`src/rtl/fge_pkg.sv`:
```
package fge_pkg;
  localparam int FGE_CODE_W = 4;
  localparam int FGE_NUM_FAULTS = 9;
  localparam int FGE_NUM_CLASSES = 3;

  localparam logic GATE_NAND = 1'b0;
  localparam logic GATE_NOR  = 1'b1;

  localparam logic [FGE_CODE_W-1:0] F_NONE     = 4'd0;
  localparam logic [FGE_CODE_W-1:0] F_A_SA0    = 4'd1;
  localparam logic [FGE_CODE_W-1:0] F_A_SA1    = 4'd2;
  localparam logic [FGE_CODE_W-1:0] F_B_SA0    = 4'd3;
  localparam logic [FGE_CODE_W-1:0] F_B_SA1    = 4'd4;
  localparam logic [FGE_CODE_W-1:0] F_Y_SA0    = 4'd5;
  localparam logic [FGE_CODE_W-1:0] F_Y_SA1    = 4'd6;
  localparam logic [FGE_CODE_W-1:0] F_OPEN_DNA = 4'd7;
  localparam logic [FGE_CODE_W-1:0] F_OPEN_DNB = 4'd8;
  localparam logic [FGE_CODE_W-1:0] F_OPEN_UP  = 4'd9;
endpackage

```
`src/rtl/fge_fault_model.sv`:
```
module fge_fault_model
  import fge_pkg::*;
(
  input  logic                  gate_sel,
  input  logic [FGE_CODE_W-1:0] code,
  input  logic                  a,
  input  logic                  b,
  input  logic                  held,
  output logic                  good,
  output logic                  bad
);
  logic ea, eb, core;
  logic keep;

  assign good = (gate_sel == GATE_NOR) ? ~(a | b) : ~(a & b);

  always_comb begin
    ea = a;
    eb = b;
    if (code == F_A_SA0) ea = 1'b0;
    if (code == F_A_SA1) ea = 1'b1;
    if (code == F_B_SA0) eb = 1'b0;
    if (code == F_B_SA1) eb = 1'b1;
    core = (gate_sel == GATE_NOR) ? ~(ea | eb) : ~(ea & eb);
  end

  always_comb begin
    keep = 1'b0;
    if (gate_sel == GATE_NOR) begin
      unique case (code)
        F_OPEN_DNA: keep =  a & ~b;
        F_OPEN_DNB: keep = ~a &  b;
        F_OPEN_UP:  keep = ~a & ~b;
        default:    keep = 1'b0;
      endcase
    end
  end

  always_comb begin
    bad = core;
    if (code == F_Y_SA0) bad = 1'b0;
    if (code == F_Y_SA1) bad = 1'b1;
    if (keep) bad = held;
  end
endmodule

```
`src/rtl/fge_cov_map.sv`:
```
module fge_cov_map #(
  parameter int NUM_FAULTS = 9,
  parameter int CODE_W = 4
) (
  input  logic                  clk,
  input  logic                  rst,
  input  logic                  clr,
  input  logic                  hit,
  input  logic [CODE_W-1:0]     code,
  output logic [NUM_FAULTS-1:0] map
);
  for (genvar i = 0; i < NUM_FAULTS; i++) begin : g_bit
    localparam logic [CODE_W-1:0] MY_CODE = CODE_W'(i + 1);
    always_ff @(posedge clk) begin
      if (rst || clr) map[i] <= 1'b0;
      else if (hit && code == MY_CODE) map[i] <= 1'b1;
    end
  end

  // coverage bits never fall unless cleared
  a_r8_sticky: assert property (@(posedge clk) disable iff (rst)
    !clr |=> ((map & $past(map)) == $past(map)));
  // clear empties the map on the next cycle
  a_r9_clear_wins: assert property (@(posedge clk) disable iff (rst)
    clr |=> (map == '0));
endmodule

```
`src/rtl/fge_class_count.sv`:
```
module fge_class_count #(
  parameter int NUM_FAULTS = 9,
  parameter int CNT_W = 2
) (
  input  logic                  gate_sel,
  input  logic [NUM_FAULTS-1:0] map,
  output logic [CNT_W-1:0]      count
);
  import fge_pkg::*;

  function automatic logic [NUM_FAULTS-1:0] bit_of(input logic [FGE_CODE_W-1:0] c);
    return NUM_FAULTS'(1) << (c - 1);
  endfunction

  localparam logic [NUM_FAULTS-1:0] NAND_C0 = bit_of(F_A_SA0) | bit_of(F_B_SA0) | bit_of(F_Y_SA1);
  localparam logic [NUM_FAULTS-1:0] NAND_C1 = bit_of(F_A_SA1) | bit_of(F_Y_SA0);
  localparam logic [NUM_FAULTS-1:0] NAND_C2 = bit_of(F_B_SA1) | bit_of(F_Y_SA0);
  localparam logic [NUM_FAULTS-1:0] NOR_C0  = bit_of(F_A_SA1) | bit_of(F_B_SA1) | bit_of(F_Y_SA0);
  localparam logic [NUM_FAULTS-1:0] NOR_C1  = bit_of(F_A_SA0) | bit_of(F_Y_SA1);
  localparam logic [NUM_FAULTS-1:0] NOR_C2  = bit_of(F_B_SA0) | bit_of(F_Y_SA1);

  logic [FGE_NUM_CLASSES-1:0] covered;

  always_comb begin
    if (gate_sel == GATE_NOR) begin
      covered[0] = |(map & NOR_C0);
      covered[1] = |(map & NOR_C1);
      covered[2] = |(map & NOR_C2);
    end else begin
      covered[0] = |(map & NAND_C0);
      covered[1] = |(map & NAND_C1);
      covered[2] = |(map & NAND_C2);
    end
  end

  always_comb begin
    count = '0;
    for (int k = 0; k < FGE_NUM_CLASSES; k++) count = count + CNT_W'(covered[k]);
  end
endmodule

```
`src/rtl/fault_gate_emu.sv`:
```
module fault_gate_emu
  import fge_pkg::*;
#(
  parameter int NUM_FAULTS = FGE_NUM_FAULTS,
  parameter int CODE_W = FGE_CODE_W,
  parameter int NUM_CLASSES = FGE_NUM_CLASSES
) (
  input  logic                      clk,
  input  logic                      rst,
  input  logic                      clr_cov,
  input  logic                      vec_valid,
  input  logic                      gate_sel,
  input  logic [CODE_W-1:0]         fault_sel,
  input  logic                      in_a,
  input  logic                      in_b,
  output logic                      res_valid,
  output logic                      good_out,
  output logic                      bad_out,
  output logic                      detect,
  output logic [NUM_FAULTS-1:0]     cov_map,
  output logic [$clog2(NUM_CLASSES+1)-1:0] class_cnt
);
  localparam int CNT_W = $clog2(NUM_CLASSES + 1);

  logic good_c, bad_c, hit_c;
  logic gate_q;

  // bad_out doubles as the retained output node used by the open faults
  fge_fault_model i_model (
    .gate_sel (gate_sel),
    .code     (fault_sel),
    .a        (in_a),
    .b        (in_b),
    .held     (bad_out),
    .good     (good_c),
    .bad      (bad_c)
  );

  assign hit_c = vec_valid & (good_c ^ bad_c);

  always_ff @(posedge clk) begin
    if (rst) begin
      res_valid <= 1'b0;
      detect    <= 1'b0;
      good_out  <= 1'b0;
      bad_out   <= 1'b0;
      gate_q    <= GATE_NAND;
    end else begin
      res_valid <= vec_valid;
      detect    <= hit_c;
      if (vec_valid) begin
        good_out <= good_c;
        bad_out  <= bad_c;
        gate_q   <= gate_sel;
      end
    end
  end

  fge_cov_map #(.NUM_FAULTS(NUM_FAULTS), .CODE_W(CODE_W)) i_cov (
    .clk  (clk),
    .rst  (rst),
    .clr  (clr_cov),
    .hit  (hit_c),
    .code (fault_sel),
    .map  (cov_map)
  );

  fge_class_count #(.NUM_FAULTS(NUM_FAULTS), .CNT_W(CNT_W)) i_cls (
    .gate_sel (gate_q),
    .map      (cov_map),
    .count    (class_cnt)
  );

  // a detect always shows a real output difference
  a_r4_detect_differs: assert property (@(posedge clk) disable iff (rst)
    detect |-> (res_valid && good_out != bad_out));
  // idle cycles leave outputs untouched and raise no detect
  a_r4_idle_quiet: assert property (@(posedge clk) disable iff (rst)
    !vec_valid |=> (!detect && $stable(bad_out) && $stable(good_out)));
  // no fault selected means no detection
  a_r7_clean_code: assert property (@(posedge clk) disable iff (rst)
    (vec_valid && fault_sel == F_NONE) |=> !detect);
  // open codes are inert on a NAND
  a_r7_open_on_nand: assert property (@(posedge clk) disable iff (rst)
    (vec_valid && gate_sel == GATE_NAND && fault_sel >= F_OPEN_DNA) |=> !detect);
  // empty map gives zero classes
  a_r10_empty_zero: assert property (@(posedge clk) disable iff (rst)
    (cov_map == '0) |-> (class_cnt == '0));
endmodule

```
`config.mk`:
```
export PLATFORM = sky130hd
export DESIGN_NAME = fault_gate_emu
export DESIGN_NICKNAME = d
export VERILOG_FILES = /design/src/rtl/fge_pkg.sv /design/src/rtl/fge_fault_model.sv /design/src/rtl/fge_cov_map.sv /design/src/rtl/fge_class_count.sv /design/src/rtl/fault_gate_emu.sv
export SDC_FILE = /design/constraint.sdc
export NUM_CORES = 1
export LEC_CHECK = 0
export BUFFER_PORTS_ARGS = -buffer_cell sky130_fd_sc_hd__clkbuf_2
export CORE_ASPECT_RATIO = 0.8
export CORE_MARGIN = 2
export CORE_UTILIZATION = 45
export DETAILED_ROUTE_END_ITERATION = 16
export PLACE_DENSITY = 0.74
export SYNTH_ARGS = -nofsm -noshare
export SYNTH_HDL_FRONTEND = slang
export SYNTH_SLANG_ARGS = --single-unit
```
`constraint.sdc`:
```
create_clock -name clk -period 1.5 [get_ports clk]
set_input_delay 0.075 -clock clk [delete_from_list [all_inputs] [get_ports clk]]
set_output_delay 0.075 -clock clk [all_outputs]
set_load 0.02 [all_outputs]
```
# Word level (Yosys, flattened, before mapping)
# Cells that the tools add are included.
# classes
n_addsub,2
multipliers,0
div,0
order_cmp,0
n_eq_ne,9
n_shift,0
mux,12
bitwise,15
n_reduce_logical,16
# op_table
operator,count
$eq 4x3->1 const B,4
$mux 1,10
$logic_and 1x1->1,9
$eq 4x2->1 const B,2
$eq 4x4->1 const B,2
$reduce_or 2->1,4
$and 1x1->1,6
$not 1->1,6
$reduce_or 3->1,2
$eq 4x1->1 const B,1
$mux 3,1
$pmux 1 s3,1
$add 1x1->2,1
$add 2x1->2,1
$or 1x1->1,2
$logic_or 1x1->1,1
$xor 1x1->1,1
# word_totals
register_bits,14
latchBits,0
ram_bits,0
mem_bits_ro,0
output_inout_bits,15
elab_cells,68
n_memories,0

# Longest topological paths before layout
# depth
depth_word,12
depth_mapped,6
depth_no_buf,5

# By module
# From an unflattened synthesis, not the netlist that was laid out.
# hier_totals
cells_unflattened,82
area_unflattened_um2,798.3
# by_module_without_submodules
mod,n_inst,cells_per_inst,area_per_inst_um2,seq_area_each_um2
fge_cov_map,1,35,417.9,180.2
fault_gate_emu,1,15,172.7,100.1
fge_fault_model,1,22,143.9,0.0
fge_class_count,1,10,63.8,0.0

# Worst setup path after synthesis
# OpenSTA, ideal clock, no wires.
# synth_path
path_type,in2reg
startpoint,input fault_sel[1]
endpoint,register detect
setup_time_ns,0.120
t_arrival_ns,1.492
required_ns,1.380
slack_ns,-0.111
cell_stages,6
cell_sequence,buf_2 > or4b_4 > o32a_2 > nor3b_4 > a211oi_1 > a211o_1
# synth_between
elab_chain_len,11
# synth_rtl
element,line_no,text
"start, declared",fault_gate_emu.sv:13,"input logic [CODE_W-1:0] fault_sel,"
$eq 4x1->1 / $eq 4x2->1 (equally long branches),"fge_fault_model.sv:20, fge_fault_model.sv:22",
$mux 1 (on tied branches),"fge_fault_model.sv:20, fge_fault_model.sv:22",
$mux 1 (on tied branches),"fge_fault_model.sv:21, fge_fault_model.sv:23",
$and 1x1->1 / $or 1x1->1 (equally long branches),fge_fault_model.sv:24,core = (gate_sel == GATE_NOR) ? ~(ea | eb) : ~(ea & eb);
$not 1->1,fge_fault_model.sv:24,
$mux 1,fge_fault_model.sv:24,
$mux 1,fge_fault_model.sv:41,if (code == F_Y_SA0) bad = 1'b0;
$mux 1,fge_fault_model.sv:42,if (code == F_Y_SA1) bad = 1'b1;
$mux 1 (*),fge_fault_model.sv:43,if (keep) bad = held;
$xor 1x1->1 (*),fault_gate_emu.sv:39,assign hit_c = vec_valid & (good_c ^ bad_c);
$and 1x1->1 (*),fault_gate_emu.sv:39,
"end signal, assigned",fault_gate_emu.sv:50,detect <= hit_c;
"end, declared",fault_gate_emu.sv:19,"output logic detect,"
# Every way passes the cells marked *; elsewhere a longest branch is shown, timed or not.
# A chain may end at the register's enable or synchronous reset.

# Final worst setup path
# layout_path
startpoint,register i_cov.map[4]
endpoint,output class_cnt[0]
# layout_between
elab_chain_len,4
# layout_rtl
element,line_no,text
"start, declared",fge_cov_map.sv:10,output logic [NUM_FAULTS-1:0] map
"start signal, assigned by index",fge_cov_map.sv:15,if (rst || clr) map[i] <= 1'b0;
"start signal, assigned by index",fge_cov_map.sv:16,else if (hit && code == MY_CODE) map[i] <= 1'b1;
$reduce_or 3->1 / $reduce_or 2->1 (equally long branches),"fge_class_count.sv:26, fge_class_count.sv:31",
$mux 3 (*),fge_class_count.sv:25,if (gate_sel == GATE_NOR) begin
$add 1x1->2,fge_class_count.sv:38,for (int k = 0; k < FGE_NUM_CLASSES; k++) count = count + CNT_W'(covered[k]);
$add 2x1->2 (*),fge_class_count.sv:38,
"end, declared",fault_gate_emu.sv:21,output logic [$clog2(NUM_CLASSES+1)-1:0] class_cnt
# Marked as above.

==> impl_results.md <==
* Total grt overflow at 0
* Slowest cell on crit path: fa_1
* Number of I/O port buffers at 25
* First-pass GRT wire length at 3.67 mm
* Number of synthesized flops with an enable pin at 0
* Die height at 43.2 µm
* Row count at 14
* Kind of critical path: flip-flop to output pin
* Max clock buf depth at 2
* Area share of the largest cell type after synthesis at 32.5%
* Status: finished with violations
* IO Count at 26
* # placed instances at 159
* Via count at 908
* Nets at 154
* # setup viols final at 2
* PnR Total Power at 0.796 mW
* Clk slew on worst S/H paths at 0.08 ns
* Req. time, crit path at 1.42 ns
* Worst-path cell chain: nor3_2 -> a22o_1 -> fa_1 -> inv_1 -> clkbuf_8
* Critical Path Source Type: flip-flop
* Register bit total from synthesis at 14
* Commonest non-fill, non-tap cell in the layout: clkbuf_2
* R2R setup slack at 0.52 ns
* DR WL/cell at 12.9 µm
* Min-delay src: rst
* Dpl cell area at 1110 µm²
* Clock Sink Count at 14
* Drt pass-1 iters at 4
* Max incr delay on CP at 0.50 ns
* Final Skew at 0.00225 ns
* Worst hold path class: primary input to flip-flop
* Total global-route track usage at 21.4%
* Routability cong. at 0.882
* Period minus WS final at 1.66 ns
* Detailed placement HPWL at 1.65 mm
* Avg Inst Size Synth at 8.46 µm²
* N_diodes at 0
* Register area share after synthesis at 32.5%
* Netlist cell types at 41
* Asr flop ratio synth at 0%
* Worst VDD drop at 469 µV
* Hold EP: gate_q
* H-tree levels at 1
* Number of CTS-inserted buffers at 3
* Mapped Cells at 102
* Final Non-Filler Cells at 164
* Max Clk Rate at 0.602 GHz
* Fin. max-slew vios at 0
* Synthesis Warnings at 0
* Initial DRC Count at 16
* Leakage power at 0.557 nW
* Fillers at 158
* Via density at 5.54
* Initial antenna violation count at 0
* Max Fanout on Critical Path at 4
* Crit. End Element: output pin
* Worst-Skew Late Latency at 0.27 ns
* Final hold violation count at 0
* PnR worst setup slack at -0.160 ns
* Power density over cell area at 668 nW/µm²
* Most frequent cells in the layout: clkbuf_2, buf_4, nand2_1
* Synth Cell Area at 863 µm²
* Initial Util at 46.9%
* Largest net degree at the start of global routing at 11
* Rel. slew slack at 78.8%
* RSZ-0062 raised after global routing: true
* Cell taking the most area after synthesis: dfxtp_1
* Vias in the first global route at 835
* Number of nets still failing antenna checks after routing at 0
* Fin crit share at 111%
* WHS Path Cells at 2
* DRC Markers at 0
* Area grow syn2layout at 38.1%
* Wirelength, routed at 2.11 mm
* Crit path arrival time at 1.59 ns
* Syn Nets at 114
* Final Instance Area at 1190 µm²
* FF-to-FF path depth at 3
* Root Buffer Master: clkbuf_4
* Die W at 53.0 µm
* Register area at 297 µm²
* Max-Cap Viols at 0
* Core Region at 1840 µm²
* Reg2reg start: bad_out
* Worst Tran Pin Value at 0.318 ns
* Failing checks: negative setup slack
* Post-Route Setup TNS at -0.229 ns
* TritonCTS clock tree: done
* Area of the multi-input gates at 547 µm²
* Layout cells sized above 1 at 45.7%
* Main synth FF type: dfxtp_1
* Hold-fix buffer count after cts at 0
* Synth area leaders: dfxtp_1, nand2_1, nor2_1, a32o_1, a22o_1
* Crit Reg-Reg Endpoint: detect
* Die Area at 2290 µm²
cells by family after synthesis:
| group | Yosys count | share of synthesized area (%) |
|---|---|---|
| and+or+nand+nor | 44 | 28.8 |
| xor gates and xnor gates | 1 | 1.01 |
| AOI/OAI and AO/OA | 28 | 27.2 |
| buffers and inverters | 13 | 6.96 |
| adders and majority gates | 1 | 2.32 |
| DFF | 14 | 32.5 |
| muxes | 1 | 1.16 |
metal layers:
| layer | share of wire [%] | vias to the layer above | track usage [%] |
|---|---|---|---|
| met3 | 4.7 | 0 | 6.69 |
| met1 | 48 | 433 | 28.7 |
| met2 | 47 | 25 | 34.8 |
| met5 | 0 | - | 0 |
| li1 | - | 450 | - |
| met4 | 0 | 0 | 2.05 |
how the worst max path moves through the flow:
stage | endpoint | from | cells after the start | slack [ns]
5_1_grt | class_cnt[0] | i_cov.map[1] | 5 | -0.27
3_5_place_dp | i_cov.map[7] | in_a | 6 | -0.1
3_3_place_gp | i_cov.map[0] | fault_sel[2] | 7 | -0.08
4_1_cts | class_cnt[0] | i_cov.map[4] | 5 | -0.17
6_report | class_cnt[0] | i_cov.map[4] | 5 | -0.16
2_1_floorplan | detect | fault_sel[1] | 6 | -0.09
registers in the layout (all words and copies together), names as in the netlist:
name / cells
i_cov.map: 9
bad_out: 1
detect: 1
gate_q: 1
good_out: 1
res_valid: 1
stage by stage:
stage                     hold slack (ns)  setup slack, ns  utilization, %
after floorplan                     0.147          -0.0901               -
after CTS                         0.00517           -0.174            64.4
after global placement              0.311          -0.0770            60.3
after detailed placement            0.309          -0.0984            60.3
final                              0.0222           -0.160            64.8
after global routing               0.0135           -0.265            64.8
synth_stat cells (all sizes together) (2+ instances only):
cell and number:
nand4 2, a22o 3, a32o 3, o32a 2, nor3b 4, a21oi 5, dfxtp 14, o31ai 2
and2 2, nand2 12, clkbuf 4, buf 4, and3 2, nor3 2, nor2b 2, or2 2
a211oi 3, inv 5, nand2b 2, nor2 9
where the power goes:
| part | total [mW] | internal [mW] | leakage (nW) | switching [mW] |
|---|---|---|---|---|
| clock | 0.199 | 0.0928 | 0.0138 | 0.107 |
| combinational | 0.210 | 0.0996 | 0.425 | 0.110 |
| sequential | 0.387 | 0.377 | 0.118 | 0.00956 |
worst max-delay path: cells and delay by family (launching register included):
kind,cells,cell delay (ns)
AND/OR/NAND/NOR,1,0.05
adder cells (fa/ha/maj),1,0.50
AO/OA/AOI/OAI,1,0.22
flip-flops,1,0.37
buffers and inverters,2,0.18
layout make-up:
| class | count | share of cell area [%] |
|---|---|---|
| multi-input cells | 75 | 45.9 |
| flip-flops and latches | 14 | 24.9 |
| repair buffers | 43 | 23.3 |
| well taps | 24 | 2.52 |
| clock buffers | 3 | 1.89 |
| inverters | 5 | 1.57 |
repair_timing:
action	in CTS	in global routing
setup buffers	2	0
pin swaps	2	0
setup endpoints to repair	2	2
gates resized for setup	14	3
No activity file was read; power rests on OpenSTA's default activity.
